--- config.mk ---
export PLATFORM = sky130hd
export DESIGN_NAME = csync_vsep
export DESIGN_NICKNAME = d
export VERILOG_FILES = /design/src/rtl/csync_vsep_pkg.sv /design/src/rtl/csync_vsep_edge.sv /design/src/rtl/csync_vsep_width.sv /design/src/rtl/csync_vsep_presence.sv /design/src/rtl/csync_vsep.sv
export SDC_FILE = /design/constraint.sdc
export NUM_CORES = 1
export LEC_CHECK = 0
export BUFFER_PORTS_ARGS = -buffer_cell sky130_fd_sc_hd__buf_2
export CORE_MARGIN = 2
export CORE_UTILIZATION = 25
export DETAILED_ROUTE_END_ITERATION = 6
export GPL_ROUTABILITY_DRIVEN = 0
export PLACE_DENSITY_LB_ADDON = 0.12
export RECOVER_POWER = 25
export SYNTH_ARGS = -nofsm -noshare
export SYNTH_HDL_FRONTEND = slang
export SYNTH_SLANG_ARGS = --single-unit
--- constraint.sdc ---
create_clock -name clk -period 2.95 [get_ports clk]
set_clock_uncertainty 0.15 [all_clocks]
set_input_delay 0.295 -clock clk [delete_from_list [all_inputs] [get_ports clk]]
set_output_delay 0.295 -clock clk [all_outputs]
set_load 0.05 [all_outputs]
--- src/rtl/csync_vsep_pkg.sv ---
package csync_vsep_pkg;
    typedef enum logic [1:0] {
        EDGE_NONE = 2'd0,
        EDGE_FALL = 2'd1,
        EDGE_RISE = 2'd2
    } edge_e;
endpackage

--- src/rtl/csync_vsep_edge.sv ---
module csync_vsep_edge
    import csync_vsep_pkg::*;
(
    input  logic  clk,
    input  logic  rst_n,
    input  logic  csync_n,
    output edge_e edge_o,
    output logic  low_held_o
);
    typedef struct packed {
        logic prev;
    } edge_st_t;

    edge_st_t st_d, st_q;

    always_comb begin
        st_d      = st_q;
        st_d.prev = csync_n;
        if (!csync_n && st_q.prev)
            edge_o = EDGE_FALL;
        else if (csync_n && !st_q.prev)
            edge_o = EDGE_RISE;
        else
            edge_o = EDGE_NONE;
        low_held_o = !st_q.prev;
    end

    always_ff @(posedge clk or negedge rst_n) begin
        if (!rst_n)
            st_q.prev <= 1'b1;
        else
            st_q <= st_d;
    end
endmodule

--- src/rtl/csync_vsep_width.sv ---
module csync_vsep_width
    import csync_vsep_pkg::*;
#(
    parameter int CNT_W = 8
) (
    input  logic             clk,
    input  logic             rst_n,
    input  logic             tick,
    input  logic             csync_n,
    input  edge_e            edge_kind,
    output logic [CNT_W-1:0] cnt_o
);
    localparam logic [CNT_W-1:0] CNT_MAX = '1;
    localparam logic [CNT_W-1:0] CNT_ONE = CNT_W'(1);

    typedef struct packed {
        logic [CNT_W-1:0] cnt;
    } width_st_t;

    width_st_t st_d, st_q;

    always_comb begin
        st_d = st_q;
        if (edge_kind == EDGE_FALL)
            st_d.cnt = tick ? CNT_ONE : '0;
        else if (!csync_n && tick && (st_q.cnt != CNT_MAX))
            st_d.cnt = st_q.cnt + CNT_ONE;
        cnt_o = st_q.cnt;
    end

    always_ff @(posedge clk or negedge rst_n) begin
        if (!rst_n)
            st_q.cnt <= '0;
        else
            st_q <= st_d;
    end
endmodule

--- src/rtl/csync_vsep_presence.sv ---
module csync_vsep_presence #(
    parameter int TO_W = 17
) (
    input  logic clk,
    input  logic rst_n,
    input  logic tick,
    input  logic start,
    output logic present_o
);
    localparam logic [TO_W-1:0] T_MAX = '1;
    localparam logic [TO_W-1:0] T_ONE = TO_W'(1);

    typedef struct packed {
        logic            present;
        logic [TO_W-1:0] tcnt;
    } pres_st_t;

    pres_st_t st_d, st_q;

    always_comb begin
        st_d = st_q;
        if (start) begin
            st_d.present = 1'b1;
            st_d.tcnt    = '0;
        end else begin
            if (tick && (st_q.tcnt != T_MAX))
                st_d.tcnt = st_q.tcnt + T_ONE;
            if (st_q.tcnt == T_MAX)
                st_d.present = 1'b0;
        end
        present_o = st_q.present;
    end

    always_ff @(posedge clk or negedge rst_n) begin
        if (!rst_n) begin
            st_q.present <= 1'b0;
            st_q.tcnt    <= T_MAX;
        end else begin
            st_q <= st_d;
        end
    end
endmodule

--- src/rtl/csync_vsep.sv ---
module csync_vsep
    import csync_vsep_pkg::*;
#(
    parameter int CNT_W = 8,
    parameter int TO_W  = 17
) (
    input  logic             clk,
    input  logic             rst_n,
    input  logic             csync_n,
    input  logic             tick,
    input  logic [CNT_W-1:0] thresh,
    output logic             vs_out,
    output logic             present_out
);
    typedef struct packed {
        logic vs;
    } top_st_t;

    top_st_t          st_d, st_q;
    edge_e            edge_w;
    logic             low_held_w;
    logic [CNT_W-1:0] cnt_w;
    logic             long_seen;
    logic             vs_start;

    csync_vsep_edge u_edge (
        .clk        (clk),
        .rst_n      (rst_n),
        .csync_n    (csync_n),
        .edge_o     (edge_w),
        .low_held_o (low_held_w)
    );

    csync_vsep_width #(.CNT_W(CNT_W)) u_width (
        .clk       (clk),
        .rst_n     (rst_n),
        .tick      (tick),
        .csync_n   (csync_n),
        .edge_kind (edge_w),
        .cnt_o     (cnt_w)
    );

    always_comb begin
        st_d      = st_q;
        long_seen = low_held_w && (cnt_w > thresh);
        if (long_seen)
            st_d.vs = 1'b1;
        else if (edge_w == EDGE_RISE)
            st_d.vs = 1'b0;
        vs_start = st_d.vs && !st_q.vs;
        vs_out   = st_q.vs;
    end

    always_ff @(posedge clk or negedge rst_n) begin
        if (!rst_n)
            st_q.vs <= 1'b0;
        else
            st_q <= st_d;
    end

    csync_vsep_presence #(.TO_W(TO_W)) u_pres (
        .clk       (clk),
        .rst_n     (rst_n),
        .tick      (tick),
        .start     (vs_start),
        .present_o (present_out)
    );
endmodule

==> results of run 1 <==
==> path summary, 6_finish.rpt <==
path | start | endpoint | slack [ps] | depth (start not counted)
max | u_pres.st_q[3] | u_pres.st_q[5] | 430 | 9
min | tick | u_width.cnt_o[0] | 170 | 3
max reg2reg | u_pres.st_q[3] | u_pres.st_q[5] | 430 | 9
min reg2reg | vs_out | u_pres.present_o | 330 | 1
max in group asynchronous | rst_n | u_width.cnt_o[0] | 1020 | 2
min in group asynchronous | rst_n | u_width.cnt_o[6] | 760 | 2
==> power breakdown <==
group / switching [mW] / total, mW / leakage, nW / internal [mW]
Sequential: 0.0600 / 0.535 / 0.318 / 0.475
Combinational: 0.101 / 0.187 / 0.480 / 0.0858
Clock: 0.119 / 0.212 / 0.0231 / 0.0935
Total: 0.280 / 0.934 / 0.821 / 0.654
==> routing by layer <==
metal,part of all wire (%),global-route usage (%),vias up
met4,1.6,3.896,0
li1,-,-,563
met1,51,13.43,552
met5,0,0,-
met3,2.4,2.163,4
met2,44,14.50,9
==> cell usage after synthesis, types with 2 or more instances <==
library cell,n,area (um2)
and4b_1,2,20.02
o21ai_0,4,20.02
inv_1,10,37.54
nor2_1,27,101.4
and4_1,2,17.52
dfstp_2,18,473.0
ha_1,11,137.6
nand4_1,7,43.79
xor2_1,17,148.9
nand2_1,12,45.04
mux2i_1,3,30.03
buf_6,2,22.52
a21oi_1,4,20.02
and3_1,2,12.51
nor2b_1,4,25.02
dfrtp_1,10,250.2
nand3_1,6,30.03
xnor2_1,5,43.79
==> state kept, by name, summed over array words and instances (netlist names) <==
signal and count:
u_pres.present_o 1, u_width.cnt_o 8, vs_out 1, u_edge.st_q 1
u_pres.st_q 17
==> critical path: cells and delay by family, from the launching register on <==
family,cells,cell delay [ps]
XOR/XNOR,1,160
flip-flops,1,580
AND/OR/NAND/NOR,7,1360
adder cells (fa/ha/maj),1,190
==> logic make-up (layout without fill, tap and decap cells) <==
group	Yosys count	in the layout	synth area share, %
XOR/XNOR	22	22	11.94
flip-flops	28	28	44.81
AO/OA/AOI/OAI	12	12	5.660
buffers and inverters	14	29	4.419
AND/OR/NAND/NOR	69	69	22.79
adder cells (fa/ha/maj)	11	11	8.527
multiplexers	3	3	1.861
==> through the flow <==
step	area, um2	worst slack (ps)	hold slack, ps	cells
4_1_cts	1807	391.9	167.8	251
6_report	1804	426.1	173.6	251
3_5_place_dp	1742	426.9	212.3	245
3_3_place_gp	1742	491.2	200.1	245
5_1_grt	1804	234.2	182.3	251
2_1_floorplan	1614	603.5	-150.6	159
==> area by class of cell <==
class | instances | area (um2) | share of cell area, %
well taps | 77 | 96.34 | 5.340
clock inverters | 1 | 3.754 | 0.2080
multi-input cells | 117 | 819.5 | 45.42
repair buffers | 15 | 82.58 | 4.577
flip-flops and latches | 28 | 723.2 | 40.08
inverters | 10 | 37.54 | 2.080
clock buffers | 3 | 41.29 | 2.288
==> repair_timing <==
action | 4_1_cts | 5_1_grt
hold buffers | 2 | 0
hold endpoints to repair | 11 | 0
endpoints found under the setup margin | 0 | 0
==> impl_results.md, run 1 <==
- Pin count of the biggest net entering global routing: 29
- Number of enable flip-flop cells after synthesis: 0
- Flops & latches, synth: 28
- Worst path slowest cell: dfstp_2
- Power per cell area: 517.7 nW/um2
- RSZ-0062 raised after global routing: false
- Initial Util: 25.56%
- Sequential-to-total area share from yosys stat: 44.81%
- Most frequent cells in the layout: nor2_1, dfstp_2, xor2_1
- Startpoint Class: flop
- HP Class: input port to flop
- Sink Count: 28
- Post-route minimum period: 2524 ps
- Clk Latency, worst-skew pair: 270 ps
- CTS H-Tree Depth: 1
- Mapped cell area: 1614 um2
- Max Fanout on Critical Path: 6
- Core Box Area: 6314 um2
- Hold Vio Cnt, Final: 0
- Vias per cell: 4.494
- # IOs: 14
- Via count: 1128
- Violation count after the first detailed-route iteration: 26
- Failing checks: max-capacitance violations, max-slew violations
- Slew headroom: -0.6783%
- GRT overflow: 0
- Finish-stage setup viols: 0
- Leakage: 0.8211 nW
- Mean Syn Cell Area: 10.15 um2
- Worst Path Required: 2990 ps
- Final setup TNS: 0 ps
- Clock Tree Root: clkbuf_8
- Site row count: 29
- Post_cts resized: 0
- Worst VDD drop: 285.6 uV
- Ys flop type: dfstp_2
- Post-route antenna net violation count: 0
- Worst endpoint data arrival time: 2570 ps
- Vias in the first global route: 1142
- CTS tree: built
- Initial antenna violation count: 0
- Max-cap violations: 1
- Cell Chain, Critical Path: nand2_1, nor4_4, and4_1, ha_1, and4b_1, and2_1, nand3_1, xor2_1, nor2_1
- Worst-margin pin slew: 1510 ps
- Worst-case clock buffer depth: 2
- Postcts setup bufs: 0
- Final WL: 3037 um
- Final Cycle Share: 85.55%
- Pre-Repair DR Iteration Count: 4
- Ys async rst share: 100.0%
- Die Wd: 84.35 um
- Wire per inst: 12.10 um
- Syn Inst Count: 159
- CP peak stage delay: 580 ps
- Clk slew on worst S/H paths: 90 ps
- Total CTS buffers: 3
- Max-slew violations: 29
- PnR Total Power: 0.9340 mW
- Synth cell types: 31
- # DRC: 0
- Critical path class: flop to flop
- Layout area overhead: 11.78%
- Nets: 198
- Crit path capture type: flop
- Detailed Place HPWL: 2290 um
- Most common cell after layout, fill and taps aside: nor2_1
- Outcome: finished, violations left
- Fmax: 0.3962 GHz
- Warnings, synthesis: 0
- Proportion of layout cells with a drive suffix above 1: 21.84%
- Finished Core Util: 28.58%
- # diodes: 0
- Syn_nets: 182
- Port-buffer cells: 13
- GRT Util Overall: 9.644%
- DIE HEIGHT: 84.35 um
- Wire length of the first global-routing pass: 5547 um
- Die area: 7115 um2
- Filler instances: 674
Note: power is estimated with default switching activity, not from simulation.
==> run 2: changes to the inputs <==
--- a/config.mk
+++ b/config.mk
@@ -5,6 +5,8 @@
 export SDC_FILE = /design/constraint.sdc
 export NUM_CORES = 1
 export LEC_CHECK = 0
+export ABC_AREA = 1
+export ABC_CLOCK_PERIOD_IN_PS = 3040
 export BUFFER_PORTS_ARGS = -buffer_cell sky130_fd_sc_hd__buf_2
 export CORE_MARGIN = 2
 export CORE_UTILIZATION = 25
==> constraint.sdc (replaced) <==
create_clock -name clk -period 3.04 [get_ports clk]
set_clock_uncertainty 0.15 [all_clocks]
set_input_delay 0.304 -clock clk [delete_from_list [all_inputs] [get_ports clk]]
set_output_delay 0.304 -clock clk [all_outputs]
set_load 0.05 [all_outputs]
==> run 2 against run 1 <==
Against the previous run: the run still ends with max-capacitance violations, max-slew violations left; sequential share of layout area decreased by 6.0 points; first-iteration DRC count grew 130%; wire length grew 25%; global-route usage up 0.93 points; worst setup slack better by 220 ps; flip-flop and latch count unchanged; critical endpoint is now u_pres.st_q[10]; largest cell class unchanged; largest power group unchanged.
==> impl_results.md, run 2 <==
- HP Class: input port to flop
- Compound-Gate Fraction of Synth Area: 5.918% (+0.26 points)
- Crit path capture type: flop
- Port-buffer cells: 13 (unchanged)
- PnR Total Power: 1.146 mW (+23%)
- Fin Hold WS: 191.1 ps (+17.49 ps)
- Synth top cells by count: nand2_1, inv_1, nor2_1, dfstp_2
- Biggest register: u_pres.st_q
- Finished Layout Cells: 380 (+51%)
- Worst endpoint data arrival time: 2470 ps (-100 ps)
- Max-cap violations: 1 (unchanged)
- Leakage: 1.277 nW (+56%)
- Syn Inst Count: 264 (+66%)
- Post-synthesis mux area share: 0% (-1.9 points)
- Warnings, synthesis: 0 (unchanged)
- Violation count after the first detailed-route iteration: 60 (+130%)
- Worst Hold Path EP: u_width.cnt_o[0]
- Clk Latency, worst-skew pair: 280 ps (about the same)
- Sink Count: 28 (unchanged)
- Ys async rst share: 100.0% (unchanged)
- Outcome: finished, violations left
- Mean Syn Cell Area: 7.128 um2 (-30%)
- Synth cell types: 30 (-3.2%)
- Proportion of layout cells with a drive suffix above 1: 17.44% (-4.4 points)
- Post-synth top area share: 25.13% (-4.2 points)
- Largest cells by area after synthesis: dfstp_2, nand2_1, dfrtp_1, inv_1, ha_1
- Post-synth top area cell: dfstp_2
- Comb power frac: 29.4% (+9.4 points)
- WHS Path Cells: 3 (unchanged)
- Sequential-to-total area share from yosys stat: 38.43% (-6.4 points)
- Die Wd: 90.76 um (+7.6%)
- Via count: 1501 (+33%)
- Worst-case clock buffer depth: 2 (unchanged)
- Pin count of the biggest net entering global routing: 29 (unchanged)
- DIE HEIGHT: 90.76 um (+7.6%)
- Power per cell area: 540.4 nW/um2 (+4.4%)
- Post-route minimum period: 2394 ps (-130.4 ps)
- CP peak stage delay: 570 ps (about the same)
- CTS tree: built
- R2r endpoint: u_pres.st_q[10]
- P_sw: 0.4067 mW (+45%)
- Core Box Area: 7253 um2 (+15%)
- Max Fanout on Critical Path: 7 (+1)
- Pre-Repair DR Iteration Count: 5 (+1)
- Post-route antenna net violation count: 0 (unchanged)
- Worst path top cell family by delay: simple AND/OR/NAND/NOR gates
- R2R depth: 15 (+6)
- Startpoint Class: flop
- Fmax: 0.4178 GHz (+5.4%)
- Initial antenna violation count: 0 (unchanged)
- Flop2flop setup slack: 650 ps (+220 ps)
- Mapped cell area: 1882 um2 (+17%)
- Final setup TNS: 0 ps (unchanged)
- Layout area overhead: 12.70%
- Nets: 305 (+54%)
- # IOs: 14 (unchanged)
- Cells after DPL: 374 (+53%)
- Failing checks: max-capacitance violations, max-slew violations
- Slew headroom: -2.958% (-2.3 points)
- Final Cycle Share: 78.73% (-6.8 points)
- Largest family of logic cells by synthesized area: simple AND/OR/NAND/NOR gates
- Sw frac: 35.49% (+5.5 points)
- Crit path top cell by count: nand2_1
- Simple-gate portion of the synthesized area: 31.91% (+9.1 points)
- Clock share of power: 18.8% (-3.9 points)
- Most frequent cells in the layout: nand2_1, inv_1, nor2_1
- Worst-margin pin slew: 1544 ps (+34.20 ps)
- Syn_nets: 287 (+58%)
- Worst VDD drop: 167.6 uV (-41%)
- # DRC: 0 (unchanged)
- Reg power frac: 51.9% (-5.4 points)
- Initial Util: 25.94% (+0.38 points)
- WP buf/inv: 3 (+3)
- # diodes: 0 (unchanged)
- Site row count: 31 (+6.9%)
- Die area: 8237 um2 (+16%)
- Wire per inst: 10.01 um (-17%)
- Final WL: 3805 um (+25%)
- Synth Area in XOR/XNOR: 2.793% (-9.1 points)
- RSZ-0062 raised after global routing: false
- Clk slew on worst S/H paths: 100 ps (about the same)
- Wire length of the first global-routing pass: 6996 um (+26%)
- Flops & latches, synth: 28 (unchanged)
- GRT overflow: 0 (unchanged)
- Worst Path Required: 3120 ps (+130 ps)
- CTS H-Tree Depth: 1 (unchanged)
- Cell Chain, Critical Path: ha_1, nand2_1, nor2_1, nand3_1, nor4_1, ha_1, inv_2, nand2_2, nor2_1, nand2_1, nor2_2, o22ai_1, inv_1, nand2_1, inv_1
- Number of flip-flops under the largest register name: 17 (unchanged)
- Vias per cell: 3.950 (-12%)
- Adder-cell share of the synthesized area: 7.314% (-1.2 points)
- Post_cts resized: 0 (unchanged)
- Critical path class: flop to flop
- Most common cell after layout, fill and taps aside: nand2_1
- Finish-stage setup viols: 0 (unchanged)
- Detailed Place HPWL: 2895 um (+26%)
- Min-delay src: tick
- Ys flop type: dfstp_2
- Total CTS buffers: 3 (unchanged)
- GRT Util Overall: 10.57% (+0.93 points)
- Number of enable flip-flop cells after synthesis: 0 (unchanged)
- Most common cell in the netlist: nand2_1
- Worst path slowest cell: dfstp_2
- Hold Vio Cnt, Final: 0 (unchanged)
- Clock Tree Root: clkbuf_8
- Max-slew violations: 29 (unchanged)
- Vias in the first global route: 1518 (+33%)
- Reg2reg start: u_pres.st_q[0]
- P_int: 0.7393 mW (+13%)
## run 2: cell types whose count changed after synthesis, moves of 6 or more
cell and change:
inv_1 +53, nand2_1 +68, nor2_1 -7, nor2_2 +6, xor2_1 -12
## run 2: area by class of cell
type | instances | area (um2)
clock inverter | 1 | 3.754
tap | 99 | 123.9
timing repair buffer | 15 | 82.58
clock buffer | 3 | 41.29
multi-input combinational | 169 | 902.1
fill | 831 | 5132
inverter | 65 | 244.0
sequential | 28 | 723.2
## run 2: logic make-up after synthesis
logic type / Yosys count
fa+ha+maj: 11
buf+inv: 67
xor+xnor: 6
simple gates: 133
compound gates: 19
flops: 28
## run 2: worst max path at each step
stage	startpoint	endpoint	slack, ps	depth (start not counted)
2_1_floorplan	u_pres.st_q[0]	u_pres.st_q[10]	880	15
5_1_grt	u_pres.st_q[0]	u_pres.st_q[14]	350	16
6_report	u_pres.st_q[0]	u_pres.st_q[10]	650	15
3_3_place_gp	u_pres.st_q[0]	u_pres.st_q[10]	700	15
3_5_place_dp	u_pres.st_q[0]	u_pres.st_q[10]	620	15
4_1_cts	u_pres.st_q[0]	u_pres.st_q[14]	600	16
## run 2: per-stage QoR
step           cell area [um2]  setup WS (ps)  utilization, %
2_1_floorplan             1882          876.2               -
4_1_cts                   2123          596.2           29.27
3_3_place_gp              2058          699.2           28.38
3_5_place_dp              2058          618.0           28.38
6_report                  2121          646.5           29.24
5_1_grt                   2121          353.2           29.24
## run 2: repair_timing
item | in CTS | in global routing
hold endpoints to repair | 11 | 0
hold buffers | 2 | 0
buffers inserted | 0 | 0
## run 2: routing by layer
metal	up-vias	wire length, um	track usage [%]
met5	-	0	0
met4	0	77	4.615
met3	5	58	1.336
met2	12	1564	16.36
met1	659	2105	14.73
li1	825	-	-
## run 2: worst min-delay path: cells and delay by family
| family | cells | cell delay, ps |
|---|---|---|
| buf+inv | 1 | 130 |
| simple gates | 1 | 110 |
| compound gates | 1 | 50 |
## run 2: power by group through the flow
stage | registers [mW] | clock network (mW) | logic, mW
after floorplan | 0.583 | 0 | 0.278
after global placement | 0.604 | 0 | 0.341
after detailed placement | 0.601 | 0 | 0.341
after CTS | 0.595 | 0.228 | 0.344
after global routing | 0.611 | 0.241 | 0.412
final | 0.594 | 0.215 | 0.337
==> run 3: changes to the inputs <==
--- a/config.mk
+++ b/config.mk
@@ -5,8 +5,8 @@
 export SDC_FILE = /design/constraint.sdc
 export NUM_CORES = 1
 export LEC_CHECK = 0
-export ABC_AREA = 1
-export ABC_CLOCK_PERIOD_IN_PS = 3040
+export ABC_AREA = 0
+export ABC_CLOCK_PERIOD_IN_PS = 2300
 export BUFFER_PORTS_ARGS = -buffer_cell sky130_fd_sc_hd__buf_2
 export CORE_MARGIN = 2
 export CORE_UTILIZATION = 25
==> constraint.sdc (replaced) <==
create_clock -name clk -period 2.3 [get_ports clk]
set_clock_uncertainty 0.15 [all_clocks]
set_input_delay 0.23 -clock clk [delete_from_list [all_inputs] [get_ports clk]]
set_output_delay 0.23 -clock clk [all_outputs]
set_load 0.05 [all_outputs]
==> run 3 against run 2 <==
Against the previous run: largest cell class unchanged; via count decreased by 23%; the run still ends with max-capacitance violations, max-slew violations left; worst setup slack got worse by 610 ps; count of clock-buffer cells in the layout unchanged; combinational power decreased by 7.1%; worst hold slack got worse by 87 ps; highest routed layer unchanged; sequential power increased by 14%; cell count decreased by 30%; cell area decreased by 8.3%; global-route usage decreased by 0.53 points; clock power increased by 26%.
==> impl_results.md, run 3 (same netlist as run 1, synthesis figures left out) <==
- # DRC: 0 (unchanged)
- Clock share of power: 21.4% (+2.6 points)
- Wire length of the first global-routing pass: 5789 um (-17%)
- Worst endpoint data arrival time: 2320 ps (-150 ps)
- Fmax: 0.4426 GHz (+5.9%)
- # IOs: 14 (unchanged)
- Finish-stage setup viols: 0 (unchanged)
- Worst path top cell family by delay: simple AND/OR/NAND/NOR gates
- GRT overflow: 0 (unchanged)
- Die area: 7115 um2 (-14%)
- Finished Layout Cells: 265 (-30%)
- Post-route antenna net violation count: 0 (unchanged)
- P_sw: 0.3809 mW (-6.3%)
- Max Fanout on Critical Path: 6 (-1)
- Die Wd: 84.35 um (-7.1%)
- Critical path class: flop to flop
- GRT Util Overall: 10.04% (-0.53 points)
- Post-Place Cell Area: 1847 um2 (-10%)
- Via count: 1163 (-23%)
- Filler instances: 708 (-15%)
- Initial Util: 25.56% (-0.38 points)
- Core Box Area: 6314 um2 (-13%)
- Leakage: 0.8831 nW (-31%)
- Number of flip-flops under the largest register name: 17 (unchanged)
- Fin Hold WS: 104.3 ps (-86.84 ps)
- CTS tree: built
- Detailed Place HPWL: 2438 um (-16%)
- Worst path slowest cell: dfstp_2
- Worst-case clock buffer depth: 2 (unchanged)
- Worst VDD drop: 388.6 uV (+130%)
- Clock Tree Root: clkbuf_8
- Max-slew violations: 29 (unchanged)
- Clk Latency, worst-skew pair: 270 ps (about the same)
- Final WL: 3293 um (-13%)
- Pin count of the biggest net entering global routing: 29 (unchanged)
- WP buf/inv: 0 (-3)
- Comb power frac: 24.8% (-4.6 points)
- Pre-Repair DR Iteration Count: 4 (-1)
- P_int: 0.8812 mW (+19%)
- Max-cap violations: 1 (unchanged)
- Sink Count: 28 (unchanged)
- Final Cycle Share: 98.22% (+19 points)
- Worst Path Required: 2360 ps (-760 ps)
- Fin area: 1946 um2 (-8.3%)
- Layout area overhead: 20.54%
- RSZ-0062 raised after global routing: true
- Most frequent cells in the layout: nor2_1, dfstp_2, xor2_1
- Outcome: finished, violations left
- Worst-margin pin slew: 1526 ps (-18.16 ps)
- CP peak stage delay: 550 ps (-20 ps)
- CTS H-Tree Depth: 1 (unchanged)
- Clk slew on worst S/H paths: 90 ps (about the same)
- Nets: 212 (-30%)
- Most common cell after layout, fill and taps aside: nor2_1
- Cell Chain, Critical Path: nand3_2, nor4_4, and4_1, ha_2, and4b_1, and2_4, nand3_1, xor2_1, nor2_1
- Failing checks: max-capacitance violations, max-slew violations
- Port-buffer cells: 13 (unchanged)
- Area of the multi-input gates: 855.8 um2 (-5.1%)
- DIE HEIGHT: 84.35 um (-7.1%)
- Cells after DPL: 257 (-31%)
- Violation count after the first detailed-route iteration: 59 (-1.7%)
- Finished Core Util: 30.82% (+1.6 points)
- Startpoint Class: flop
- Post-route minimum period: 2259 ps (-134.3 ps)
- Wire per inst: 12.43 um (+24%)
- HP Class: input port to flop
- Slew headroom: -1.747% (+1.2 points)
- Proportion of layout cells with a drive suffix above 1: 34.04% (+17 points)
- Power per cell area: 648.7 nW/um2 (+20%)
- Reg power frac: 53.8% (+1.9 points)
- Sw frac: 30.18% (-5.3 points)
- Sequential Area: 723.2 um2 (unchanged)
- Crit path capture type: flop
- # diodes: 0 (unchanged)
- Biggest register: u_pres.st_q
- Hold Vio Cnt, Final: 0 (unchanged)
- Final WS setup: 40.84 ps (-605.7 ps)
- Vias in the first global route: 1208 (-20%)
- Site row count: 29 (-6.5%)
- Worst slack, placed: -29.90 ps (-647.9 ps)
- Initial antenna violation count: 0 (unchanged)
- Vias per cell: 4.389 (+11%)
- Total CTS buffers: 3 (unchanged)
run 3: cell types whose count changed in the layout (fill, tap and decap cells not counted), sizes merged, moves of 3 or more:
cell   delta
nor2b     +4
xnor2     +4
nand2    -72
buf      +14
xor2     +12
inv      -55
nand3     -6
mux2i     +3
and3      +4
a21oi     -5
run 3: path summary, 6_finish.rpt:
| path | to | cells after the start | start | slack, ps |
|---|---|---|---|---|
| max | u_pres.st_q[5] | 9 | u_pres.st_q[10] | 40 |
| min | u_width.cnt_o[0] | 3 | tick | 100 |
| max reg2reg | u_pres.st_q[5] | 9 | u_pres.st_q[10] | 40 |
| min reg2reg | u_pres.present_o | 1 | vs_out | 340 |
| max in group asynchronous | u_width.cnt_o[2] | 2 | rst_n | 400 |
| min in group asynchronous | u_width.cnt_o[4] | 2 | rst_n | 710 |
run 3: worst reg2reg max path, cell delays in order, from the launching register on:
cell and delay [ps]:
dfstp_2 550, nand3_2 100, nor4_4 310, and4_1 230, ha_2 180, and4b_1 210
and2_4 170, nand3_1 100, xor2_1 150, nor2_1 50
run 3: metal layers:
layer  vias up  global-route usage [%]  part of all wire, %
met1       562                   14.01                   52
met2         8                   15.73                   45
li1        589                       -                    -
met3         4                   2.065                  1.8
met5         -                       0                    0
met4         0                   3.030                  1.3
run 3: layout make-up:
| type | instances | share of cell area, % |
|---|---|---|
| Clock buffer | 3 | 2.122 |
| Clock inverter | 1 | 0.1929 |
| Inverter | 10 | 1.929 |
| Multi-Input combinational cell | 117 | 43.99 |
| Sequential cell | 28 | 37.17 |
| Tap cell | 77 | 4.952 |
| Timing Repair Buffer | 29 | 9.646 |
run 3: power by group through the flow:
stage | Clock, mW | Sequential (mW) | Combinational (mW)
after floorplan | 0 | 0.676 | 0.186
after detailed placement | 0 | 0.686 | 0.299
after global routing | 0.312 | 0.689 | 0.358
final | 0.270 | 0.679 | 0.313
after global placement | 0 | 0.686 | 0.292
after CTS | 0.290 | 0.679 | 0.307
run 3: per-stage QoR:
step	power, mW	TNS (ps)
2_1_floorplan	0.8620	-30.14
3_3_place_gp	0.9775	0
3_5_place_dp	0.9847	-54.61
4_1_cts	1.275	0
5_1_grt	1.359	-685.1
6_report	1.262	0
run 3: timing repair:
| action | 4_1_cts | 5_1_grt |
|---|---|---|
| gates resized for setup | 2 | 7 |
| hold buffers | 2 | 0 |
| setup endpoints to repair | 5 | 11 |
| pin swaps | 1 | 14 |
| hold endpoints to repair | 11 | 0 |
| buffers inserted | 0 | 2 |
